$ cat config.mk
export PLATFORM = sky130hd
export DESIGN_NAME = dual_pwm_timer
export DESIGN_NICKNAME = d
export VERILOG_FILES = /design/src/rtl/pwm2_pkg.sv /design/src/rtl/pwm_tick_div.sv /design/src/rtl/pwm_lane.sv /design/src/rtl/dual_pwm_timer.sv
export SDC_FILE = /design/constraint.sdc
export NUM_CORES = 1
export LEC_CHECK = 0
export BUFFER_PORTS_ARGS = -buffer_cell sky130_fd_sc_hd__buf_2
export CORE_MARGIN = 10
export CORE_UTILIZATION = 50
export CTS_BUF_LIST = sky130_fd_sc_hd__clkbuf_4 sky130_fd_sc_hd__clkbuf_8
export DETAILED_ROUTE_END_ITERATION = 6
export PLACE_DENSITY = 0.79
export SLEW_MARGIN = 20
export SYNTH_ARGS = -nofsm -noshare
export SYNTH_HDL_FRONTEND = slang
export SYNTH_SLANG_ARGS = --single-unit
$ cat constraint.sdc
create_clock -name clk -period 11.7 [get_ports clk]
set_input_delay 1.755 -clock clk [delete_from_list [all_inputs] [get_ports clk]]
set_output_delay 1.755 -clock clk [all_outputs]
set_load 0.1 [all_outputs]
$ cat src/rtl/pwm2_pkg.sv
package pwm2_pkg;
  // width of the tick divider counter, large enough for the biggest ratio
  localparam int PS_W = 17;
  // bit positions inside one channel's control field
  localparam int FLD_W    = 10;
  localparam int B_EN     = 4;
  localparam int B_ACT_HI = 5;
  localparam int B_GATE   = 6;

  // divide ratio per prescaler code; zero marks a reserved code
  function automatic logic [PS_W-1:0] code_to_div(input logic [3:0] code);
    case (code)
      4'd0:    code_to_div = PS_W'(120);
      4'd1:    code_to_div = PS_W'(180);
      4'd2:    code_to_div = PS_W'(240);
      4'd3:    code_to_div = PS_W'(360);
      4'd4:    code_to_div = PS_W'(480);
      4'd8:    code_to_div = PS_W'(12000);
      4'd9:    code_to_div = PS_W'(24000);
      4'd10:   code_to_div = PS_W'(36000);
      4'd11:   code_to_div = PS_W'(48000);
      4'd12:   code_to_div = PS_W'(72000);
      4'd15:   code_to_div = PS_W'(1);
      default: code_to_div = '0;
    endcase
  endfunction
endpackage

$ cat src/rtl/pwm_tick_div.sv
module pwm_tick_div
  import pwm2_pkg::*;
(
  input  logic       clk,
  input  logic       rst_n,
  input  logic       run_req,
  input  logic [3:0] code,
  output logic       code_ok,
  output logic       tick
);
  logic [PS_W-1:0] div;
  logic [PS_W-1:0] pc_q, pc_d;
  logic            active;

  assign div     = code_to_div(code);
  assign code_ok = (div != '0);
  assign active  = run_req && code_ok;
  assign tick    = active && (pc_q >= div - 1'b1);

  always_comb begin
    pc_d = pc_q;
    if (!active || tick) pc_d = '0;
    else                 pc_d = pc_q + 1'b1;
  end

  always_ff @(posedge clk or negedge rst_n) begin
    if (!rst_n) pc_q <= '0;
    else        pc_q <= pc_d;
  end


  stall_chk: assert property (@(posedge clk) disable iff (!rst_n)
    !code_ok |=> (pc_q == '0));
endmodule

$ cat src/rtl/pwm_lane.sv
module pwm_lane
  import pwm2_pkg::*;
#(
  parameter int CNT_W = 8
) (
  input  logic             clk,
  input  logic             rst_n,
  input  logic             run_req,
  input  logic [3:0]       code,
  input  logic             act_hi,
  input  logic             wr_req,
  input  logic [CNT_W-1:0] wr_prd,
  input  logic [CNT_W-1:0] wr_dty,
  output logic             busy,
  output logic [CNT_W-1:0] pend_prd,
  output logic [CNT_W-1:0] pend_dty,
  output logic             pwm_o
);
  logic             code_ok, tick, run, wrap, take, accept;
  logic [CNT_W-1:0] cnt_q, cnt_d;
  logic [CNT_W-1:0] act_prd_q, act_prd_d, act_dty_q, act_dty_d;
  logic [CNT_W-1:0] pend_prd_q, pend_prd_d, pend_dty_q, pend_dty_d;
  logic             busy_q, busy_d;

  pwm_tick_div u_div (
    .clk     (clk),
    .rst_n   (rst_n),
    .run_req (run_req),
    .code    (code),
    .code_ok (code_ok),
    .tick    (tick)
  );

  assign run    = run_req && code_ok;
  assign wrap   = tick && (cnt_q >= act_prd_q);
  assign take   = busy_q && (!run || wrap);
  assign accept = wr_req && !busy_q;

  always_comb begin
    cnt_d      = cnt_q;
    act_prd_d  = act_prd_q;
    act_dty_d  = act_dty_q;
    pend_prd_d = pend_prd_q;
    pend_dty_d = pend_dty_q;
    busy_d     = busy_q;
    if (!run)      cnt_d = '0;
    else if (wrap) cnt_d = '0;
    else if (tick) cnt_d = cnt_q + 1'b1;
    if (take) begin
      act_prd_d = pend_prd_q;
      act_dty_d = pend_dty_q;
      busy_d    = 1'b0;
    end
    if (accept) begin
      pend_prd_d = wr_prd;
      pend_dty_d = wr_dty;
      busy_d     = 1'b1;
    end
  end

  always_ff @(posedge clk or negedge rst_n) begin
    if (!rst_n) begin
      cnt_q      <= '0;
      act_prd_q  <= '0;
      act_dty_q  <= '0;
      pend_prd_q <= '0;
      pend_dty_q <= '0;
      busy_q     <= 1'b0;
    end else begin
      cnt_q      <= cnt_d;
      act_prd_q  <= act_prd_d;
      act_dty_q  <= act_dty_d;
      pend_prd_q <= pend_prd_d;
      pend_dty_q <= pend_dty_d;
      busy_q     <= busy_d;
    end
  end

  assign busy     = busy_q;
  assign pend_prd = pend_prd_q;
  assign pend_dty = pend_dty_q;
  assign pwm_o    = (run && (cnt_q < act_dty_q)) ? act_hi : !act_hi;


  cnt_bound_chk: assert property (@(posedge clk) disable iff (!rst_n)
    cnt_q <= act_prd_q);

  idle_reset_chk: assert property (@(posedge clk) disable iff (!rst_n)
    !run_req |=> (cnt_q == '0));

  hold_pending_chk: assert property (@(posedge clk) disable iff (!rst_n)
    (run && busy_q && !tick) |=> busy_q);

  drop_write_chk: assert property (@(posedge clk) disable iff (!rst_n)
    (wr_req && busy_q) |=> ($stable(pend_prd_q) && $stable(pend_dty_q)));
endmodule

$ cat src/rtl/dual_pwm_timer.sv
module dual_pwm_timer
  import pwm2_pkg::*;
#(
  parameter int NUM_CH   = 2,
  parameter int CNT_W    = 8,
  parameter int ADDR_W   = 4,
  parameter int DATA_W   = 32,
  parameter int STRIDE   = 15,
  parameter int RDY_BASE = 28,
  parameter int PRD_LSB  = 16
) (
  input  logic              clk,
  input  logic              rst_n,
  input  logic [ADDR_W-1:0] bus_addr,
  input  logic              bus_we,
  input  logic [DATA_W-1:0] bus_wdata,
  output logic [DATA_W-1:0] bus_rdata,
  output logic [NUM_CH-1:0] pwm_out
);
  function automatic logic [DATA_W-1:0] make_mask();
    logic [DATA_W-1:0] m;
    m = '0;
    for (int c = 0; c < NUM_CH; c++) m[STRIDE*c +: FLD_W] = '1;
    return m;
  endfunction
  localparam logic [DATA_W-1:0] CTRL_MASK = make_mask();

  logic [DATA_W-1:0] ctrl_q, ctrl_d;
  logic [NUM_CH-1:0] busy;
  logic [CNT_W-1:0]  pend_prd [NUM_CH];
  logic [CNT_W-1:0]  pend_dty [NUM_CH];
  logic              ctrl_wr;

  assign ctrl_wr = bus_we && (bus_addr == '0);

  always_comb begin
    ctrl_d = ctrl_q;
    if (ctrl_wr) ctrl_d = bus_wdata & CTRL_MASK;
  end

  always_ff @(posedge clk or negedge rst_n) begin
    if (!rst_n) ctrl_q <= '0;
    else        ctrl_q <= ctrl_d;
  end

  for (genvar ch = 0; ch < NUM_CH; ch++) begin : g_lane
    logic wr_req;
    assign wr_req = bus_we && (bus_addr == ADDR_W'(4 + 4*ch));
    pwm_lane #(.CNT_W(CNT_W)) u_lane (
      .clk      (clk),
      .rst_n    (rst_n),
      .run_req  (ctrl_q[STRIDE*ch + B_EN] && ctrl_q[STRIDE*ch + B_GATE]),
      .code     (ctrl_q[STRIDE*ch +: 4]),
      .act_hi   (ctrl_q[STRIDE*ch + B_ACT_HI]),
      .wr_req   (wr_req),
      .wr_prd   (bus_wdata[PRD_LSB +: CNT_W]),
      .wr_dty   (bus_wdata[CNT_W-1:0]),
      .busy     (busy[ch]),
      .pend_prd (pend_prd[ch]),
      .pend_dty (pend_dty[ch]),
      .pwm_o    (pwm_out[ch])
    );
  end

  always_comb begin
    bus_rdata = '0;
    if (bus_addr == '0) begin
      bus_rdata = ctrl_q;
      bus_rdata[RDY_BASE +: NUM_CH] = busy;
    end
    for (int ch = 0; ch < NUM_CH; ch++) begin
      if (bus_addr == ADDR_W'(4 + 4*ch)) begin
        bus_rdata[PRD_LSB +: CNT_W] = pend_prd[ch];
        bus_rdata[CNT_W-1:0]        = pend_dty[ch];
      end
    end
  end


  ctrl_keep_chk: assert property (@(posedge clk) disable iff (!rst_n)
    !ctrl_wr |=> $stable(ctrl_q));
endmodule

* After elaboration in Yosys (flattened, before gate mapping) *
Memories as Yosys holds them, arrays and structs flattened.
Cells that the tools add are included.

operators by class
  add/sub/neg operators = 6
  multiply operators = 0
  divide/modulo/power cells = 0
  order comparisons = 6
  eq/ne operators = 4
  shift-type cells = 0
  mux-type cells = 19
  bitwise operators = 0
  reduce and logical (&&, ||, !) cells = 32

operators by type and width
  operator                                                                number
  8-bit two-way mux                                                       10
  17-bit by 1-bit adder with 17-bit output (second input constant)        2
  17-bit >= comparator                                                    2
  17-bit two-way mux                                                      2
  17-bit nonzero test                                                     2
  17-bit by 1-bit subtractor with 17-bit output (second input constant)   2
  30-bit two-way mux                                                      1
  1-bit logical AND                                                       17
  8-bit by 1-bit adder with 8-bit output (second input constant)          2
  8-bit >= comparator                                                     2
  8-bit less-than comparator                                              2
  1-bit logical NOT                                                       6
  1-bit two-way mux                                                       6
  3-bit by 2-bit != test with 1-bit output (second input constant)        2
  4-bit by 3-bit equality test with 1-bit output (second input constant)  1
  4-bit equality test (second input constant)                             1
  4-bit logical NOT                                                       1
  1-bit logical OR                                                        4
  2-bit nonzero test                                                      2

word-level totals
  bits in registers = 136
  bits in latches = 0
  bits in writable memories = 0
  memory bits (read-only) = 512
  bits of input ports = 39
  output and inout port bits = 34
  logic and storage cells = 84
  memories kept = 2

memories
  memory            words  bits a word  rd ports  clocked after memory_dff  wr ports  RTL line        source
  (name not given)  16     16           1         0                         0         pwm2_pkg.sv:12  case (code)
  (name not given)  16     16           1         0                         0         pwm2_pkg.sv:12

* Depth between registers and ports, before layout *
An unclocked memory read counts as a cell.

  depth after elaboration = 9
  mapped depth = 17
  depth with buffers taken out = 15

* Hierarchy *
From an unflattened synthesis, not the netlist that was laid out.

second synthesis, totals
  cell total of the unflattened synthesis = 861
  area, all modules = 8987.4 um^2

by module, submodules not included
  module          instances  cells an instance  area an instance (um^2)  seq. area each (um^2)
  pwm_lane        2          169                2087.0                   1026.0
  pwm_tick_div    2          201                1727.9                   425.4
  dual_pwm_timer  1          121                1357.6                   500.5

* Worst setup path after synthesis *
OpenSTA, ideal clock, no wires.

  path type = input to output
  start = input port bus_addr[1]
  end = output port bus_rdata[0]
  arrival time = 3.402 ns
  data required time = 9.945 ns
  setup slack = 6.543 ns
  stages on the path = 4
  buffers on the path = 1
  cell sequence = nor4b_2 > clkbuf_1 > a222oi_1 > inv_1

on the way
  cells in the longest elaborated chain, start to end = 4
  elaborated cells on any way between the ends = 6

RTL lines
  item                 RTL line              source
  from (decl)          dual_pwm_timer.sv:14  input logic [ADDR_W-1:0] bus_addr,
  4-bit logical NOT    dual_pwm_timer.sv:67  if (bus_addr == '0) begin
  30-bit two-way mux   dual_pwm_timer.sv:67
  8-bit two-way mux    dual_pwm_timer.sv:72  if (bus_addr == ADDR_W'(4 + 4*ch)) begin
  8-bit two-way mux *  dual_pwm_timer.sv:72
  to (decl)            dual_pwm_timer.sv:17  output logic [DATA_W-1:0] bus_rdata,

Mark *: on every way between the ends. The rest lies on a longest branch, timed or not.

* Worst setup path in the final report *
  start = input port bus_addr[1]
  end = output port bus_rdata[2]

Same word-level chain as after synthesis.

==> metrics.md <==
| Metric | Value |
|---|---|
| Outcome | complete, no violations |
| IO Pins | 73 |
| GRT Overall Usage | 16.9% |
| H-tree depth | 4 |
| CTS tree | built |
| Design Area, Final | 9320 sq um |
| Final worst-path cycle share | a little over two fifths |
| Cell count after synthesis | just over 800 |
| Dpl cell area | 8900 sq um |
| Actual slew at the worst max-slew pin | 1.04 ns |
| Clk slew on worst S/H paths | ~0.090 ns |
| Area Overhead vs Synth | 9.32% |
| Initial Utilization | 51.2% |
| Maxcap violations | 0 |
| Die width | 151 um |
| Fin util | 56.0% |
| Wirelength, routed | 18,600 um |
| Syn_area_per_cell | 10.3 sq um |
| GRT overflow | 0 |
| Cell Rows | 47 |
| Final Hold Viols | 0 |
| Top FF cell, synth | dfrtp_1 |
| Layout cell share with drive strength beyond 1 | 22.0% |
| DRT Pass-1 Iters | 7 |
| Cell Count Post-Placement | 1,066 |
| Drt drc | 0 |
| Chip height | between 150 and 200 um |
| Yosys warning count | 0 |
| Post-synthesis sequential area ratio | approximately two fifths |
| Buffers on Ports | 50 |
| Num Clock Sinks | 136 |
| Worst hold path class | flop to flop |
| Crit start category | primary input |
| Unique masters post-synth | 78 |
| Fmax | between 150 and 200 MHz |
| Inserted Diodes | 0 |
| Max IR drop VDD | 0.109 mV |
| TritonCTS Buffers | 17 |
| EDFF count, synth | 0 |
| Slew Limit Headroom | 30.7% |
| Asr flop ratio synth | 100% |
| Fillers | 1,418 |
| RSZ-0062 raised after global routing | no |
| WP data required | 9.95 ns |
| Root Buffer | clkbuf_8 |
| Fin. max-slew vios | 0 |
| Final Setup Violations | 0 |
| Synth Cell Area | 8530 sq um |
| Largest net degree at the start of global routing | a little over 80 |
| CP Capture Type | output port |
| Critical path fanouts, max | 12 |
| Resized cells post-CTS | 0 |
| Fin Clk Skew | roughly 0.014 ns |
| Number of global-route vias before repair | 6,290 |
| CTS max path bufs | 2 |
| Tmin final | 5.12 ns |
| CP Class | primary input to output port |
| # Post-CTS Setup Buffers | 0 |
| Total number of vias | 6,267 |
| Drt initial violations | 454 |
| Flip-flop and latch count after synthesis | 136 |
| Core Box Area | 16,600 sq um |
| PD cells | between 150 and 200 nW/um^2 |
| Leakage power | 4.44 nW |
| Worst Path Arrival | 3.37 ns |
| Routed WL per cell | 16.9 um |
| Clk_lat worst skew | 0.45 ns |
| Setup TNS | 0 ns |
| Routability cong. | ~0.9 |
| Vias per Instance | 5.70 |
| Net count reported at finish | just under 1,000 |
| Fin Hold WS | 0.495 ns |
| Fin cells | roughly 1,100 |
| Initial antenna violation count | 0 |
| Die area | 22,700 sq um |
| Dpl hpwl | 13,300 um |
| DRT antenna net count | 0 |
| Cts-stage hold buffer count | 0 |
| Global-route wire length before repair | 31,200 um |
[per-stage QoR]
stage	setup WS, ns	power (mW)
after floorplan	6.54	0.933
after global placement	6.16	1.01
after detailed placement	6.12	1.03
after CTS	6.11	1.42
after global routing	6.52	1.50
final	6.58	1.41
[power breakdown]
group | leakage [nW] | internal (mW) | total (mW) | switching (mW)
registers | 1.80 | 0.528 | 0.597 | 0.0691
logic | 2.45 | 0.167 | 0.424 | 0.257
clock network | 0.179 | 0.193 | 0.392 | 0.199
total | 4.44 | 0.888 | 1.41 | 0.525
[cells by family after synthesis]
kind of cell / Yosys count / synth area share [%]
AOI/OAI and AO/OA: 143 / 12.3
xor gates and xnor gates: 40 / 4.11
adders and majority gates: 80 / 11.7
buffers and inverters: 104 / 5.59
DFF: 136 / 39.9
muxes: 86 / 11.8
other: 1 / 0.0440
and+or+nand+nor: 236 / 14.5
[layout by cell type (no fill, tap or decap), types with 4 or more instances in the layout]
cell type / synthesis / layout
nand3_1: 20 / 20
a21o_1: 9 / 9
nor3b_1: 6 / 6
ha_1: 80 / 80
nor2_1: 75 / 75
nand2_1: 40 / 40
a21oi_1: 37 / 37
clkinvlp_4: 0 / 6
dfrtp_1: 136 / 136
nor3_1: 10 / 10
or2_2: 5 / 5
a211oi_1: 4 / 4
nor2b_1: 11 / 11
buf_2: 3 / 49
conb_1: 1 / 10
a222oi_1: 16 / 16
clkbuf_8: 0 / 17
nand4_1: 16 / 16
o21ai_0: 24 / 24
xor2_1: 23 / 23
inv_1: 62 / 62
and2_1: 10 / 10
mux2_2: 73 / 73
xnor2_1: 17 / 17
mux2_4: 10 / 10
and3_1: 11 / 11
nand2b_1: 13 / 13
a31oi_1: 6 / 6
a22o_1: 6 / 6
[flip-flops by register name, summed over array words and instances (netlist names)]
signal	count
ctrl_q	20
g_lane.u_lane.act_dty_q	16
g_lane.u_lane.act_prd_q	16
g_lane.u_lane.busy	2
g_lane.u_lane.cnt_q	16
g_lane.u_lane.pend_dty	16
g_lane.u_lane.pend_prd	16
g_lane.u_lane.u_div.pc_q	34
[critical path, cell delays in order]
cell and delay (ns):
buf_2 0.14, nor4b_4 0.57, buf_8 0.23, a222oi_1 0.14, inv_1 0.10, buf_2 0.42
[metal layers]
layer	share of wire [%]	GRT usage, %
met1	46	21.9
met2	49	28.4
met3	4.5	3.51
met4	0.82	3.66
met5	0	0
[cells in the mapped netlist (3+ instances only)]
master / instances / share of area, %
a21o_1: 9 / 0.79
a22o_1: 6 / 0.62
nor3_1: 10 / 0.59
dfrtp_1: 136 / 40
o21ai_0: 24 / 1.4
mux2_2: 73 / 9.6
a211oi_1: 4 / 0.35
o32ai_1: 3 / 0.31
o21bai_1: 3 / 0.26
nand2b_1: 13 / 0.95
ha_1: 80 / 12
mux2_4: 10 / 1.8
xor2_1: 23 / 2.4
buf_2: 3 / 0.18
nor2b_1: 11 / 0.81
or2_2: 5 / 0.37
a211o_1: 3 / 0.31
and3_1: 11 / 0.81
xnor2_1: 17 / 1.7
inv_1: 62 / 2.7
nand2_1: 40 / 1.8
a21oi_1: 37 / 2.2
nand4_1: 16 / 1.2
clkbuf_1: 19 / 0.84
buf_4: 15 / 1.3
a31oi_1: 6 / 0.44
and2_1: 10 / 0.73
nor3b_1: 6 / 0.53
nor2_1: 75 / 3.3
a222oi_1: 16 / 1.9
nand3_1: 20 / 1.2
[final cells by class]
cell class,count,area [sq um],area share (%)
clock buffers,18,241,2.59
flip-flops and latches,136,3400,36.5
clock inverters,13,148,1.58
inverters,62,233,2.50
repair buffers,56,317,3.40
well taps,220,275,2.95
multi-input cells,595,4710,50.5
[worst paths after layout]
path,start,end,slack (ns),cells past startpoint
worst max register to register,ctrl_q[0],g_lane[0].u_lane.act_prd_q[2],6.93,16
max in group asynchronous,rst_n,g_lane[0].u_lane.act_dty_q[1],9.13,2
worst max-delay path,bus_addr[1],bus_rdata[2],6.58,6
min in group asynchronous,rst_n,g_lane[0].u_lane.u_div.pc_q[2],1.37,1
worst min register to register,g_lane[1].u_lane.act_prd_q[7],g_lane[1].u_lane.act_prd_q[7],0.50,1
worst min-delay path,g_lane[1].u_lane.act_prd_q[7],g_lane[1].u_lane.act_prd_q[7],0.50,1
(Power assumes the default switching activity.)
